===== config.mk =====
export PLATFORM = sky130hd
export DESIGN_NAME = dp_to_sp_store_cvt
export DESIGN_NICKNAME = d
export VERILOG_FILES = /design/src/rtl/dsc_pkg.sv /design/src/rtl/dsc_classify.sv /design/src/rtl/dsc_denorm_shifter.sv /design/src/rtl/dsc_out_stage.sv /design/src/rtl/dp_to_sp_store_cvt.sv
export SDC_FILE = /design/constraint.sdc
export NUM_CORES = 1
export LEC_CHECK = 0
export ABC_AREA = 1
export BUFFER_PORTS_ARGS = -buffer_cell sky130_fd_sc_hd__buf_2
export CORE_MARGIN = 2
export CORE_UTILIZATION = 45
export DETAILED_ROUTE_END_ITERATION = 8
export PLACE_DENSITY = 0.68
export REMOVE_ABC_BUFFERS = 1
export SLEW_MARGIN = 15
export SYNTH_ARGS = -nofsm -noshare
export SYNTH_HDL_FRONTEND = slang
export SYNTH_HIERARCHICAL = 1
export SYNTH_SLANG_ARGS = --single-unit

===== constraint.sdc =====
create_clock -name clk -period 3.16 [get_ports clk]
set_input_delay 0.632 -clock clk [delete_from_list [all_inputs] [get_ports clk]]
set_output_delay 0.632 -clock clk [all_outputs]
set_load 0.02 [all_outputs]

===== src/rtl/dsc_pkg.sv =====
package dsc_pkg;
  localparam int DP_W      = 64;
  localparam int SP_W      = 32;
  localparam int DP_EXP_W  = 11;
  localparam int SP_EXP_W  = 8;
  localparam int DP_MANT_W = DP_W - 1 - DP_EXP_W;
  localparam int SP_MANT_W = SP_W - 1 - SP_EXP_W;
  localparam int DP_BIAS   = 1023;
  localparam int SP_EMIN   = -126;
  localparam int WORK_W    = DP_MANT_W + 1;
  // first biased exponent that needs no shift step
  localparam int SUB_HI    = DP_BIAS + SP_EMIN;
  localparam int MAX_STEPS = SP_MANT_W;
  localparam int SUB_LO    = SUB_HI - MAX_STEPS;
  localparam int STEP_W    = $clog2(MAX_STEPS + 1);
  localparam int EXP_SKIP  = DP_EXP_W - SP_EXP_W;
  localparam int LOW_CPY_W = SP_W - 2;

  typedef enum logic [1:0] {CLS_COPY, CLS_DENORM, CLS_FLUSH} cls_e;
  typedef enum logic [1:0] {ST_IDLE, ST_SHIFT, ST_HOLD} st_e;
endpackage


===== src/rtl/dsc_classify.sv =====
module dsc_classify
  import dsc_pkg::*;
(
  input  logic [DP_W-1:0]   op_i,
  output cls_e              cls_o,
  output logic [STEP_W-1:0] steps_o,
  output logic [WORK_W-1:0] frac_o,
  output logic [SP_W-1:0]   copy_word_o
);
  logic [DP_EXP_W-1:0] exp_b;
  logic                mag_zero;

  assign exp_b    = op_i[DP_W-2 -: DP_EXP_W];
  assign mag_zero = ~|op_i[DP_W-2:0];

  always_comb begin
    if (mag_zero || (exp_b > DP_EXP_W'(SUB_HI - 1)))
      cls_o = CLS_COPY;
    else if (exp_b >= DP_EXP_W'(SUB_LO))
      cls_o = CLS_DENORM;
    else
      cls_o = CLS_FLUSH;
  end

  assign steps_o     = STEP_W'(SUB_HI - int'(exp_b));
  assign frac_o      = {1'b1, op_i[DP_MANT_W-1:0]};
  assign copy_word_o = {op_i[DP_W-1 -: 2], op_i[DP_W-3-EXP_SKIP -: LOW_CPY_W]};
endmodule


===== src/rtl/dsc_denorm_shifter.sv =====
module dsc_denorm_shifter
  import dsc_pkg::*;
(
  input  logic                 clk,
  input  logic                 rst,
  input  logic                 load_i,
  input  logic [WORK_W-1:0]    frac_i,
  input  logic [STEP_W-1:0]    steps_i,
  output logic                 busy_o,
  output logic                 done_o,
  output logic [SP_MANT_W-1:0] mant_o
);
  logic [WORK_W-1:0] frac_q;
  logic [WORK_W-1:0] frac_nxt;
  logic [STEP_W-1:0] cnt_q;
  logic              busy_q;

  assign frac_nxt = frac_q >> 1;
  assign done_o   = busy_q && (cnt_q == STEP_W'(1));
  assign busy_o   = busy_q;
  assign mant_o   = frac_nxt[WORK_W-2 -: SP_MANT_W];

  always_ff @(posedge clk) begin
    if (rst) begin
      busy_q <= 1'b0;
      cnt_q  <= '0;
      frac_q <= '0;
    end else if (load_i && !busy_q) begin
      busy_q <= 1'b1;
      cnt_q  <= steps_i;
      frac_q <= frac_i;
    end else if (busy_q) begin
      frac_q <= frac_nxt;
      cnt_q  <= cnt_q - STEP_W'(1);
      if (cnt_q == STEP_W'(1)) busy_q <= 1'b0;
    end
  end

  p_count_down_r5: assert property (@(posedge clk) disable iff (rst)
    (busy_q && cnt_q > STEP_W'(1)) |=> (busy_q && cnt_q == $past(cnt_q) - STEP_W'(1)));
  p_count_range_r5: assert property (@(posedge clk) disable iff (rst)
    busy_q |-> (cnt_q != '0 && cnt_q <= STEP_W'(MAX_STEPS)));
  p_one_bit_step_r4: assert property (@(posedge clk) disable iff (rst)
    busy_q |=> (frac_q == ($past(frac_q) >> 1)));
endmodule


===== src/rtl/dsc_out_stage.sv =====
module dsc_out_stage
  import dsc_pkg::*;
(
  input  logic            clk,
  input  logic            rst,
  input  logic            load_i,
  input  logic [SP_W-1:0] word_i,
  input  logic            ready_i,
  output logic            valid_o,
  output logic [SP_W-1:0] data_o
);
  logic            valid_q;
  logic [SP_W-1:0] data_q;

  always_ff @(posedge clk) begin
    if (rst) begin
      valid_q <= 1'b0;
      data_q  <= '0;
    end else if (load_i && !valid_q) begin
      valid_q <= 1'b1;
      data_q  <= word_i;
    end else if (valid_q && ready_i) begin
      valid_q <= 1'b0;
    end
  end

  assign valid_o = valid_q;
  assign data_o  = data_q;

  p_hold_stable_r8: assert property (@(posedge clk) disable iff (rst)
    (valid_q && !ready_i) |=> (valid_q && $stable(data_q)));
endmodule


===== src/rtl/dp_to_sp_store_cvt.sv =====
module dp_to_sp_store_cvt
  import dsc_pkg::*;
(
  input  logic            clk,
  input  logic            rst,
  input  logic            in_valid,
  output logic            in_ready,
  input  logic [DP_W-1:0] in_data,
  output logic            out_valid,
  input  logic            out_ready,
  output logic [SP_W-1:0] out_data
);
  st_e                  st_q;
  logic                 sign_q;
  logic                 accept;
  cls_e                 cls;
  logic [STEP_W-1:0]    steps;
  logic [WORK_W-1:0]    frac;
  logic [SP_W-1:0]      copy_word;
  logic                 sh_busy;
  logic                 sh_done;
  logic [SP_MANT_W-1:0] sh_mant;
  logic                 ob_load;
  logic [SP_W-1:0]      ob_word;

  dsc_classify u_cls (
    .op_i       (in_data),
    .cls_o      (cls),
    .steps_o    (steps),
    .frac_o     (frac),
    .copy_word_o(copy_word)
  );

  dsc_denorm_shifter u_shift (
    .clk    (clk),
    .rst    (rst),
    .load_i (accept && cls == CLS_DENORM),
    .frac_i (frac),
    .steps_i(steps),
    .busy_o (sh_busy),
    .done_o (sh_done),
    .mant_o (sh_mant)
  );

  assign in_ready = (st_q == ST_IDLE);
  assign accept   = in_valid && in_ready;

  always_comb begin
    ob_load = 1'b0;
    ob_word = '0;
    if (accept && cls != CLS_DENORM) begin
      ob_load = 1'b1;
      ob_word = (cls == CLS_COPY) ? copy_word : '0;
    end else if (st_q == ST_SHIFT && sh_done) begin
      ob_load = 1'b1;
      ob_word = {sign_q, {SP_EXP_W{1'b0}}, sh_mant};
    end
  end

  dsc_out_stage u_out (
    .clk    (clk),
    .rst    (rst),
    .load_i (ob_load),
    .word_i (ob_word),
    .ready_i(out_ready),
    .valid_o(out_valid),
    .data_o (out_data)
  );

  always_ff @(posedge clk) begin
    if (rst) begin
      st_q   <= ST_IDLE;
      sign_q <= 1'b0;
    end else begin
      case (st_q)
        ST_IDLE: if (accept) begin
          sign_q <= in_data[DP_W-1];
          st_q   <= (cls == CLS_DENORM) ? ST_SHIFT : ST_HOLD;
        end
        ST_SHIFT: if (sh_done) st_q <= ST_HOLD;
        ST_HOLD:  if (out_valid && out_ready) st_q <= ST_IDLE;
        default:  st_q <= ST_IDLE;
      endcase
    end
  end

  p_ready_excl_r7: assert property (@(posedge clk) disable iff (rst)
    in_ready |-> !out_valid);
  p_busy_not_ready_r7: assert property (@(posedge clk) disable iff (rst)
    sh_busy |-> !in_ready);
  p_copy_one_cycle_r5: assert property (@(posedge clk) disable iff (rst)
    (accept && cls != CLS_DENORM) |=> out_valid);
  p_denorm_exp_zero_r4: assert property (@(posedge clk) disable iff (rst)
    (st_q == ST_SHIFT && sh_done) |=> (out_valid && out_data[SP_W-2 -: SP_EXP_W] == '0));
endmodule


After elaboration in Yosys (flattened, before gate mapping) --
Cells that the tools add are included.
Cells by class: muxes and demuxes 21, shifts and indexed selects 0, divide/modulo/power cells 0, reductions and logical operators 19, multipliers 0, magnitude comparators 2, add/subtract/negate cells 2, equality and inequality tests 8, bitwise operators 0
Operator list (count):
- $mux W53 | 2
- $mux W32 | 3
- $reduce_or A63 Y1 | 1
- $mux W2 | 6
- $ge A11 B10 Y1 const B | 1
- $gt A11 B10 Y1 const B | 1
- $mux W5 | 2
- $logic_and A1 B1 Y1 | 8
- $mux W1 | 7
- $pmux W2 S3 | 1
- $eq A5 B1 Y1 const B | 1
- $sub A1 B5 Y5 const A | 1
- $sub A5 B1 Y5 const B | 1
- $eq A2 B1 Y1 const B | 2
- $logic_not A2 Y1 | 2
- $ne A2 B1 Y1 const B | 2
- $ne A2 B2 Y1 const B | 2
- $reduce_bool A2 Y1 | 2
- $logic_not A1 Y1 | 3
- $reduce_and A3 Y1 | 1
- $eq A2 B2 Y1 const B | 1
- $reduce_and A2 Y1 | 1
- $logic_or A1 B1 Y1 | 1
Word-level totals: output and inout port bits 34, latch bits 0, bits in read-only memories 0, register bits after elaboration 95, bits of input ports 68, memories kept 0, memory bits (writable) 0, word-level logic and storage cells 59

Logic depth before layout (Yosys ltp) --
Gate-level depths: netlist (run 1).
depth in word-level cells 9, mapped depth 17, mapped depth without buffers 17

Cells and area by module --
The synthesis (run 1) kept the hierarchy.
Modules (own cells, without submodules):
- dsc_denorm_shifter | cells an instance 226, times used 1, area an instance 1473.9 µm²
- dsc_out_stage | cells an instance 214, times used 1, area an instance 1422.6 µm²
- dsc_classify | cells an instance 178, times used 1, area an instance 1054.8 µm²
- dp_to_sp_store_cvt | cells an instance 122, times used 1, area an instance 764.5 µm²

Worst setup path before layout (run 1) --
Ideal clock, no wire load.
path type input-to-reg, from input in_data[54], to register u_shift.cnt_q[1], slack 756 ps, stages on the path 15, arrival 2291 ps, path buffers 1, data required time 3047 ps, path through inv_1 > ha_1 > nand2_1 > nand3b_1 > nand2_1 > o21bai_2 > and2_1 > nand2_1 > nor2_1 > inv_2 > nand2_2 > buf_2 > nor2_1 > o21ai_1 > inv_1
Between the ends: word-level cells in the longest chain between the ends 8, elaborated cells on any way between the ends 12, those cells by class 2 x order compare; 1 x eq/ne; 3 x mux; 6 x reduce/logical
Ends and longest elaborated chain:
- start: declaration | RTL line dp_to_sp_store_cvt.sv:8 | input logic [DP_W-1:0] in_data,
- branches (longest 3 deep; another with $ge A11 B10 Y1)
- $mux W2 * | RTL line dsc_classify.sv:17 | if (mag_zero || (exp_b > DP_EXP_W'(SUB_HI - 1)))
- via cls[0] | RTL line dp_to_sp_store_cvt.sv:16 | cls_e cls;
- $eq A2 B1 Y1 * | RTL line dp_to_sp_store_cvt.sv:37 | .load_i (accept && cls == CLS_DENORM),
- $logic_and A1 B1 Y1 * | RTL line dp_to_sp_store_cvt.sv:37
- $logic_and A1 B1 Y1 * | RTL line dsc_denorm_shifter.sv:28 | end else if (load_i && !busy_q) begin
- $mux W5 or $reduce_bool A2 Y1 (tied branches)
- end signal: assignment | RTL line dsc_denorm_shifter.sv:30 | cnt_q <= steps_i;
- end signal: assignment | RTL line dsc_denorm_shifter.sv:34 | cnt_q <= cnt_q - STEP_W'(1);
- end: declaration | RTL line dsc_denorm_shifter.sv:15 | logic [STEP_W-1:0] cnt_q;
Mark *: on every way through the listed nets, which the timed path passes. A chain may end at the register's enable or synchronous reset.

Final worst setup path (run 1) --
from input in_data[54], to register u_out.data_q[20] (netlist: u_out/data_o[20])
Between the ends: elaborated cells on any way between the ends 14, those cells by class 2 x order compare; 1 x eq/ne; 5 x mux; 6 x reduce/logical
RTL lines:
- branches (longest 3 deep; another with $ge A11 B10 Y1)
- $mux W2 * | RTL line dsc_classify.sv:17
- via cls[0] | RTL line dp_to_sp_store_cvt.sv:16
- $logic_not A2 Y1 or $ne A2 B1 Y1 (tied branches) | RTL line dp_to_sp_store_cvt.sv:53, dp_to_sp_store_cvt.sv:51
- $mux W32 or $logic_and A1 B1 Y1 (tied branches) | RTL line dp_to_sp_store_cvt.sv:53, dp_to_sp_store_cvt.sv:51
- $mux W32 * | RTL line dp_to_sp_store_cvt.sv:51 | if (accept && cls != CLS_DENORM) begin
- via ob_word[20] | RTL line dp_to_sp_store_cvt.sv:24 | logic [SP_W-1:0] ob_word;
- end signal: assignment | RTL line dsc_out_stage.sv:21 | data_q <= word_i;
- end: declaration | RTL line dsc_out_stage.sv:13 | logic [SP_W-1:0] data_q;
Marked as above.

==> impl_metrics.tcl, run 1 <==
set metrics [dict create \
    relSlewSlack 0.398 \
    max_freq_mhz 406 \
    layout.nets 817 \
    crit_required_ns 3.44 \
    power.density_nw_per_um2 457 \
    grt.total_usage 0.193 \
    final_area_um2 4820 \
    h-tree-depth 3 \
    antennaDiodeCount 0 \
    antenna_found_initial 0 \
    power_frac_comb 0.230 \
    seqPwrFrac 0.414 \
    routed_wl_um 10500 \
    period_needed_ns 2.46 \
    criticalPathCategory "in2reg" \
    grt_pass1_vias 3663 \
    p_int_mw 1.50 \
    overflow 0 \
    p_sw_frac 0.318 \
    syn_area_per_cell_um2 6.32 \
    critPathMaxFanout 23 \
    die-area_um2 10800 \
    postRouteAntennaNets 0 \
    vdd_drop_max_mv 0.163 \
    ctsRootBufferMaster "clkbuf_8" \
    critPathCaptureType "flop" \
    rows 36 \
    whs_ns 0.481 \
    cts_tree "built" \
    rsz0062_at_grt "no" \
    outcome "complete, no violations" \
    cts_sinks 65 \
    gp_congestion 0.858 \
    cts_resized 0 \
    core-area_um2 9730 \
    layout-drive-gt1-share 0.239 \
    finalSetupViolations 0 \
    drc 0 \
    viasPerCell 4.53 \
    critPathLaunchType "input pin" \
    place_ws_ns 0.375 \
    drv_cap 0 \
    pwr-share-clk 0.356 \
    placed_cell_area_um2 4600 \
    worst_pin_slew_ns 0.902 \
    first_pass_iters 5 \
    syn2layout_area_growth_pct 7.30 \
    power_switching_uw 702 \
    io_buffer_count 101 \
    grt_pass1_wl_um 17300 \
    post_cts.repair.setup_buffers 0 \
    slew_violations 0 \
    p_total_mw 2.20 \
    syn_inst 710 \
    clock_skew_ns 0.00849 \
    netlist_area_um2 4490 \
    cts_made_buffers 9 \
    hold_viol_final 0 \
    critPathArrivalTime_ns 2.74 \
    die_y_um 104 \
    p_leak_nw 2.38 \
    clockBufferDepth 2 \
    ios 102 \
    setup_slack_ns 0.700 \
    ff2ff_setup_slack_ns 1.05 \
    timing.final.crit_share 0.779 \
    wl_per_cell_um 11.9 \
    vias 3998 \
    ctsHoldBuffers 0 \
    grt_max_degree 34 \
    yosysWarnings 6 \
    start_util 0.462 \
    insertion_delay_ns 0.34 \
    drt-initial-drc-count 293 \
    die_w_um 104 \
    hp-class "reg2reg" \
    clkTransAtPathRegs_ns 0.07 \
    hpwl_um 7840 \
]
## sequential cells by signal, summed over array words and instances, names as in the netlist
name            flops
sign_q              1
u_shift/cnt_q       5
u_shift/busy_o      1
u_out/valid_o       1
u_out/data_o       32
u_shift/frac_q     23
st_q                2
## worst paths after layout
path / cells after the start / from / end
worst max register to register: 10 / u_shift/cnt_q[2] / u_out/data_o[20]
worst min register to register: 2 / u_out/data_o[31] / u_out/data_o[31]
worst max-delay path: 17 / in_data[54] / u_out/data_o[20]
worst min-delay path: 2 / u_out/data_o[31] / u_out/data_o[31]
## per-layer routing
layer  vias up  part of all wire  track usage
li1       2138                 -            -
met1      1756              0.49        0.269
met2        94              0.45        0.306
met3        10             0.048       0.0313
met4         0             0.012       0.0618
met5         -                 0            0
## final cells by class
type / instances / area (um2)
fillers: 1046 / 4910
multi-input cells: 442 / 2120
flip-flops and latches: 65 / 1300
repair buffers: 106 / 556
inverters: 120 / 453
well taps: 133 / 166
clock buffers: 9 / 124
clock inverters: 7 / 95.1
## critical path: stages
cell and delay (ns):
buf_2 0.11, inv_1 0.07, ha_1 0.17, nand2_1 0.06, nand3b_1 0.07, nand2_1 0.07, o21bai_2 0.07, and2_1 0.18
nor2_4 0.20, inv_2 0.09, nor2_8 0.42, nand2_1 0.08, o21ai_0 0.15, inv_1 0.08, nand3_1 0.10, nand2_1 0.07
nor2_1 0.11
## per-stage QoR
| stage | setup TNS, ns | cells | util |
|---|---|---|---|
| floorplan | -31.72 | 627 | - |
| global placement | 0 | 866 | 0.473 |
| detailed placement | 0 | 866 | 0.473 |
| CTS | 0 | 882 | 0.495 |
| global route | 0 | 882 | 0.495 |
| finish | 0 | 882 | 0.495 |
## cells in the final DEF (no fill, tap or decap), drive strengths merged, types with 2 or more instances in the layout
cell type  instances
nand2            180
nor2             140
inv              120
buf              106
dfxtp             65
nand3             46
o21ai             41
o211ai            13
clkbuf             9
a21oi              6
ha                 5
clkinv             4
nand4              3
bufinv             2
nand3b             2
## power by group through the flow
stage	clock network, mW	logic (mW)	registers, mW
3_3_place_gp	0	0.497	0.932
3_5_place_dp	0	0.507	0.934
5_1_grt	0.831	0.569	0.921
4_1_cts	0.804	0.509	0.914
2_1_floorplan	0	0.268	0.987
6_report	0.784	0.506	0.914
Power figures use the tool's default switching activity.
==> run 2: changes to the inputs <==
Clock period 3.16 ns to 2.3 ns, I/O delays scaled along.
==> impl_metrics.tcl, run 2 (synthesized netlist as in run 1, its figures left out) <==
set metrics [dict create \
    outcome "complete, no violations" \
    rsz0062_at_grt "no" \
    grt.total_usage 0.192 \
    viasPerCell 4.47 \
    ios 102 \
    cts_tree "built" \
    post_cts.repair.setup_buffers 0 \
    h-tree-depth 3 \
    cpMostUsedCell "nor2_1" \
    core-area_um2 9730 \
    critPathCaptureType "flop" \
    stdcell_count 926 \
    criticalPathCategory "in2reg" \
    rows 36 \
    power.density_nw_per_um2 562 \
    largest_reg_flops 32 \
    relSlewSlack 0.445 \
    fill_cells 979 \
    slew_violations 0 \
    grt_max_degree 34 \
    crit_required_ns 2.53 \
    postRouteAntennaNets 0 \
    die_w_um 104 \
    cpPeakStageDelay_ns 0.28 \
    final_area_um2 5150 \
    cts_resized 0 \
    insertion_delay_ns 0.34 \
    critPathMaxFanout 14 \
    p_leak_nw 2.59 \
    antenna_found_initial 0 \
    layout.nets 861 \
    ctsHoldBuffers 0 \
    hp-class "in2reg" \
    timing.final.crit_share 0.903 \
    die-area_um2 10800 \
    hpwl_um 7780 \
    clockBufferDepth 2 \
    ctsRootBufferMaster "clkbuf_8" \
    die_y_um 104 \
    final_common_cell "nand2_1" \
    critPathArrivalTime_ns 2.31 \
    vdd_drop_max_mv 0.303 \
    dp_cells 910 \
    cts_sinks 65 \
    period_needed_ns 2.08 \
    layout_common_cells "nand2_1 (158), nor2_1 (133), inv_1 (115), buf_2 (101), dfxtp_1 (65)" \
    crit_chain "buf_2, inv_1, nand2_1, nor2_1, nand2_1, nor2_1, a21oi_1, inv_1, nand2_1, nor2_1, inv_2, nand2_2, nor2_1, o21ai_1, inv_1" \
    routed_wl_um 10100 \
    cts_made_buffers 9 \
    hold_viol_final 0 \
    place_ws_ns -0.109 \
    fin_util 0.529 \
    antennaDiodeCount 0 \
    overflow 0 \
    clkTransAtPathRegs_ns 0.08 \
    placed_cell_area_um2 4970 \
    drt-initial-drc-count 212 \
    drv_cap 0 \
    first_pass_iters 5 \
    grt_pass1_vias 3808 \
    io_buffer_count 101 \
    vias 4140 \
    syn2layout_area_growth_pct 14.7 \
    setup_slack_ns 0.222 \
    layout-drive-gt1-share 0.281 \
    start_util 0.462 \
    gp_congestion 0.842 \
    max_freq_mhz 481 \
    wl_per_cell_um 10.9 \
    critPathLaunchType "input pin" \
    finalSetupViolations 0 \
    grt_pass1_wl_um 17300 \
    slowest_stage "nand2_2" \
    clock_skew_ns 0.00993 \
    worst_pin_slew_ns 0.831 \
    drc 0 \
]
[run 2: cell types whose count changed in the layout (fill, tap and decap cells not counted), sizes merged]
cell / previous run / this run
clkbuf: 9 / 10
buf: 106 / 150
clkinv: 4 / 5
bufinv: 2 / 0
[run 2: worst paths after layout]
path                     from                 end  slack, ns  depth (start not counted)
max               in_data[52]  u_shift/frac_q[41]       0.22                         15
max reg2reg  u_shift/cnt_q[2]    u_out/data_o[22]       0.26                         10
min                 out_ready       u_out/valid_o       0.39                          4
min reg2reg            sign_q              sign_q       0.47                          2
[run 2: per-stage QoR]
step           setup TNS [ns]  hold WS, ns  total power, mW
2_1_floorplan          -54.43        0.435             1.72
3_3_place_gp            -3.46        0.455             2.02
3_5_place_dp            -2.89        0.459             2.04
4_1_cts                     0        0.374             2.93
5_1_grt                     0        0.392             3.08
6_report                    0        0.392             2.89
[run 2: routing by layer]
metal  vias up  GRT usage  routed length (um)  share of wire
li1       2227          -                   -              -
met1      1819      0.258                4920           0.49
met2        83      0.315                4700           0.46
met3        11     0.0288                 362          0.036
met4         0     0.0695                 137          0.014
met5         -          0                   0              0
[run 2: worst max-delay path: cells and delay by family]
family / cells / cell delay [ns]
AOI/OAI and AO/OA: 2 / 0.28
buffers and inverters: 5 / 0.46
and+or+nand+nor: 8 / 1.09
[run 2: where the power goes]
part / total (mW) / switching (mW) / internal [mW] / leakage (nW)
clock: 0.877 / 0.455 / 0.422 / 0.0922
sequential: 1.25 / 0.0463 / 1.21 / 0.531
combinational: 0.761 / 0.456 / 0.305 / 1.96
total: 2.89 / 0.957 / 1.93 / 2.59
[run 2: area by class of cell]
class                   instances  area (um2)  area share
repair buffers                150         923       0.179
multi-input cells             442        2120       0.412
flip-flops and latches         65        1300       0.253
clock buffers                  10         138      0.0267
well taps                     133         166      0.0323
inverters                     120         453      0.0880
clock inverters                 6        43.8     0.00851
==> run 3: changes to the inputs <==
Settings changed: ABC_AREA 1 to not set, HOLD_SLACK_MARGIN set to 0.06.
==> impl_metrics.tcl, run 3 <==
set metrics [dict create \
    netlist_area_um2 4250 \
    routed_wl_um 11900 \
    ctsRootBufferMaster "clkbuf_8" \
    crit_chain "buf_2, nor4_1, nand4_1, or4_4, o211a_1, and4b_2, buf_12, mux2_4, mux2i_1, nor2_1" \
    hold_path_depth 2 \
    placed_cell_area_um2 4650 \
    critPathBufInv 2 \
    die_y_um 101 \
    p_total_mw 2.89 \
    worst_pin_slew_ns 0.542 \
    postRouteAntennaNets 0 \
    criticalPathCategory "in2reg" \
    grt_max_degree 98 \
    crit_required_ns 2.53 \
    cts_tree "built" \
    critPathLaunchType "input pin" \
    worstRegToRegCells 7 \
    syn_inst 447 \
    hpwl_um 7290 \
    timing.final.crit_share 1.17 \
    finalSetupViolations 62 \
    setup_slack_ns -0.393 \
    critPathArrivalTime_ns 2.93 \
    slowest_stage "or4_4" \
    period_needed_ns 2.69 \
    fin_util 0.590 \
    overflow 0 \
    dp_cells 620 \
    layout-drive-gt1-share 0.434 \
    viasPerCell 5.54 \
    yosysWarnings 6 \
    largest_reg_flops 32 \
    setup-tns-final_ns -18.97 \
    clkTransAtPathRegs_ns 0.08 \
    layout.nets 610 \
    wl_met2_um 5910 \
    cpPeakStageDelay_ns 0.55 \
    p_leak_nw 2.17 \
    cp.depth 10 \
    vias 3617 \
    antenna_found_initial 0 \
    ctsHoldBuffers 0 \
    whs_ns 0.320 \
    fill_cells 782 \
    antennaDiodeCount 0 \
    final_area_um2 5430 \
    met3_length_um 622 \
    max_freq_mhz 371 \
    relSlewSlack 0.639 \
    cts_made_buffers 9 \
    outcome "complete, but fails checks" \
    grt_pass1_wl_um 17300 \
    h-tree-depth 3 \
    grt_pass1_vias 3420 \
    layout_common_cells "buf_2 (96), dfxtp_1 (65), buf_4 (45), nand2b_1 (33), o21ai_1 (33)" \
    start_util 0.462 \
    critPathCaptureType "flop" \
    insertion_delay_ns 0.35 \
    core-area_um2 9200 \
    io_buffer_count 101 \
    critPathMaxFanout 14 \
    clock_skew_ns 0.00788 \
    die_w_um 101 \
    rows 35 \
    die-area_um2 10200 \
    place_ws_ns -0.934 \
    wl_met1_um 5110 \
    cts_sinks 65 \
    clockBufferDepth 2 \
    path_delay_family "simple AND/OR/NAND/NOR gates" \
    stdcell_count 653 \
    power.density_nw_per_um2 532 \
    hold_viol_final 0 \
    grt.total_usage 0.216 \
    ios 102 \
    rsz0062_at_grt "yes" \
    syn_area_per_cell_um2 9.51 \
    vdd_drop_max_mv 0.266 \
    slew_violations 0 \
    drc 0 \
    topRoutingLayerUsed "met4" \
    drv_cap 0 \
    final_common_cell "buf_2" \
    gp_congestion 0.834 \
    failed_checks "negative setup slack" \
    wl_per_cell_um 18.2 \
    syn2layout_area_growth_pct 27.7 \
    hp-class "in2reg" \
    drt-initial-drc-count 210 \
    first_pass_iters 5 \
]
==> run 3: power by group <==
part           switching, mW  internal [mW]  total, mW
Sequential            0.0163           1.14       1.16
Combinational          0.248          0.263      0.511
Clock                  0.468          0.748       1.22
==> run 3: worst paths after layout <==
| check | startpoint | to | slack, ns |
|---|---|---|---|
| worst max-delay path | in_data[6] | u_shift/frac_q[49] | -0.39 |
| worst min-delay path | out_ready | u_out/valid_o | 0.32 |
| worst max register to register | u_shift/cnt_q[0] | u_out/data_o[11] | 0.29 |
| worst min register to register | u_out/data_o[19] | u_out/data_o[19] | 0.46 |
==> run 3: repair_timing <==
item,CTS,global route
cloned,4,3
pin swaps,24,15
endpoints found under the setup margin,64,62
gates resized for setup,37,27
buffers inserted,8,7
==> run 3: cell type report <==
cell class | instances | area, um2 | area share
Timing Repair Buffer | 166 | 1260 | 0.233
Inverter | 10 | 37.5 | 0.00691
Clock inverter | 5 | 103 | 0.0189
Sequential cell | 65 | 1300 | 0.240
Tap cell | 111 | 139 | 0.0256
Clock buffer | 11 | 141 | 0.0260
Multi-Input combinational cell | 285 | 2440 | 0.450
==> run 3: layer usage <==
metal,vias to the layer above,global-route usage
met2,119,0.356
li1,1736,-
met3,18,0.0442
met1,1744,0.280
met5,-,0
met4,0,0.0800
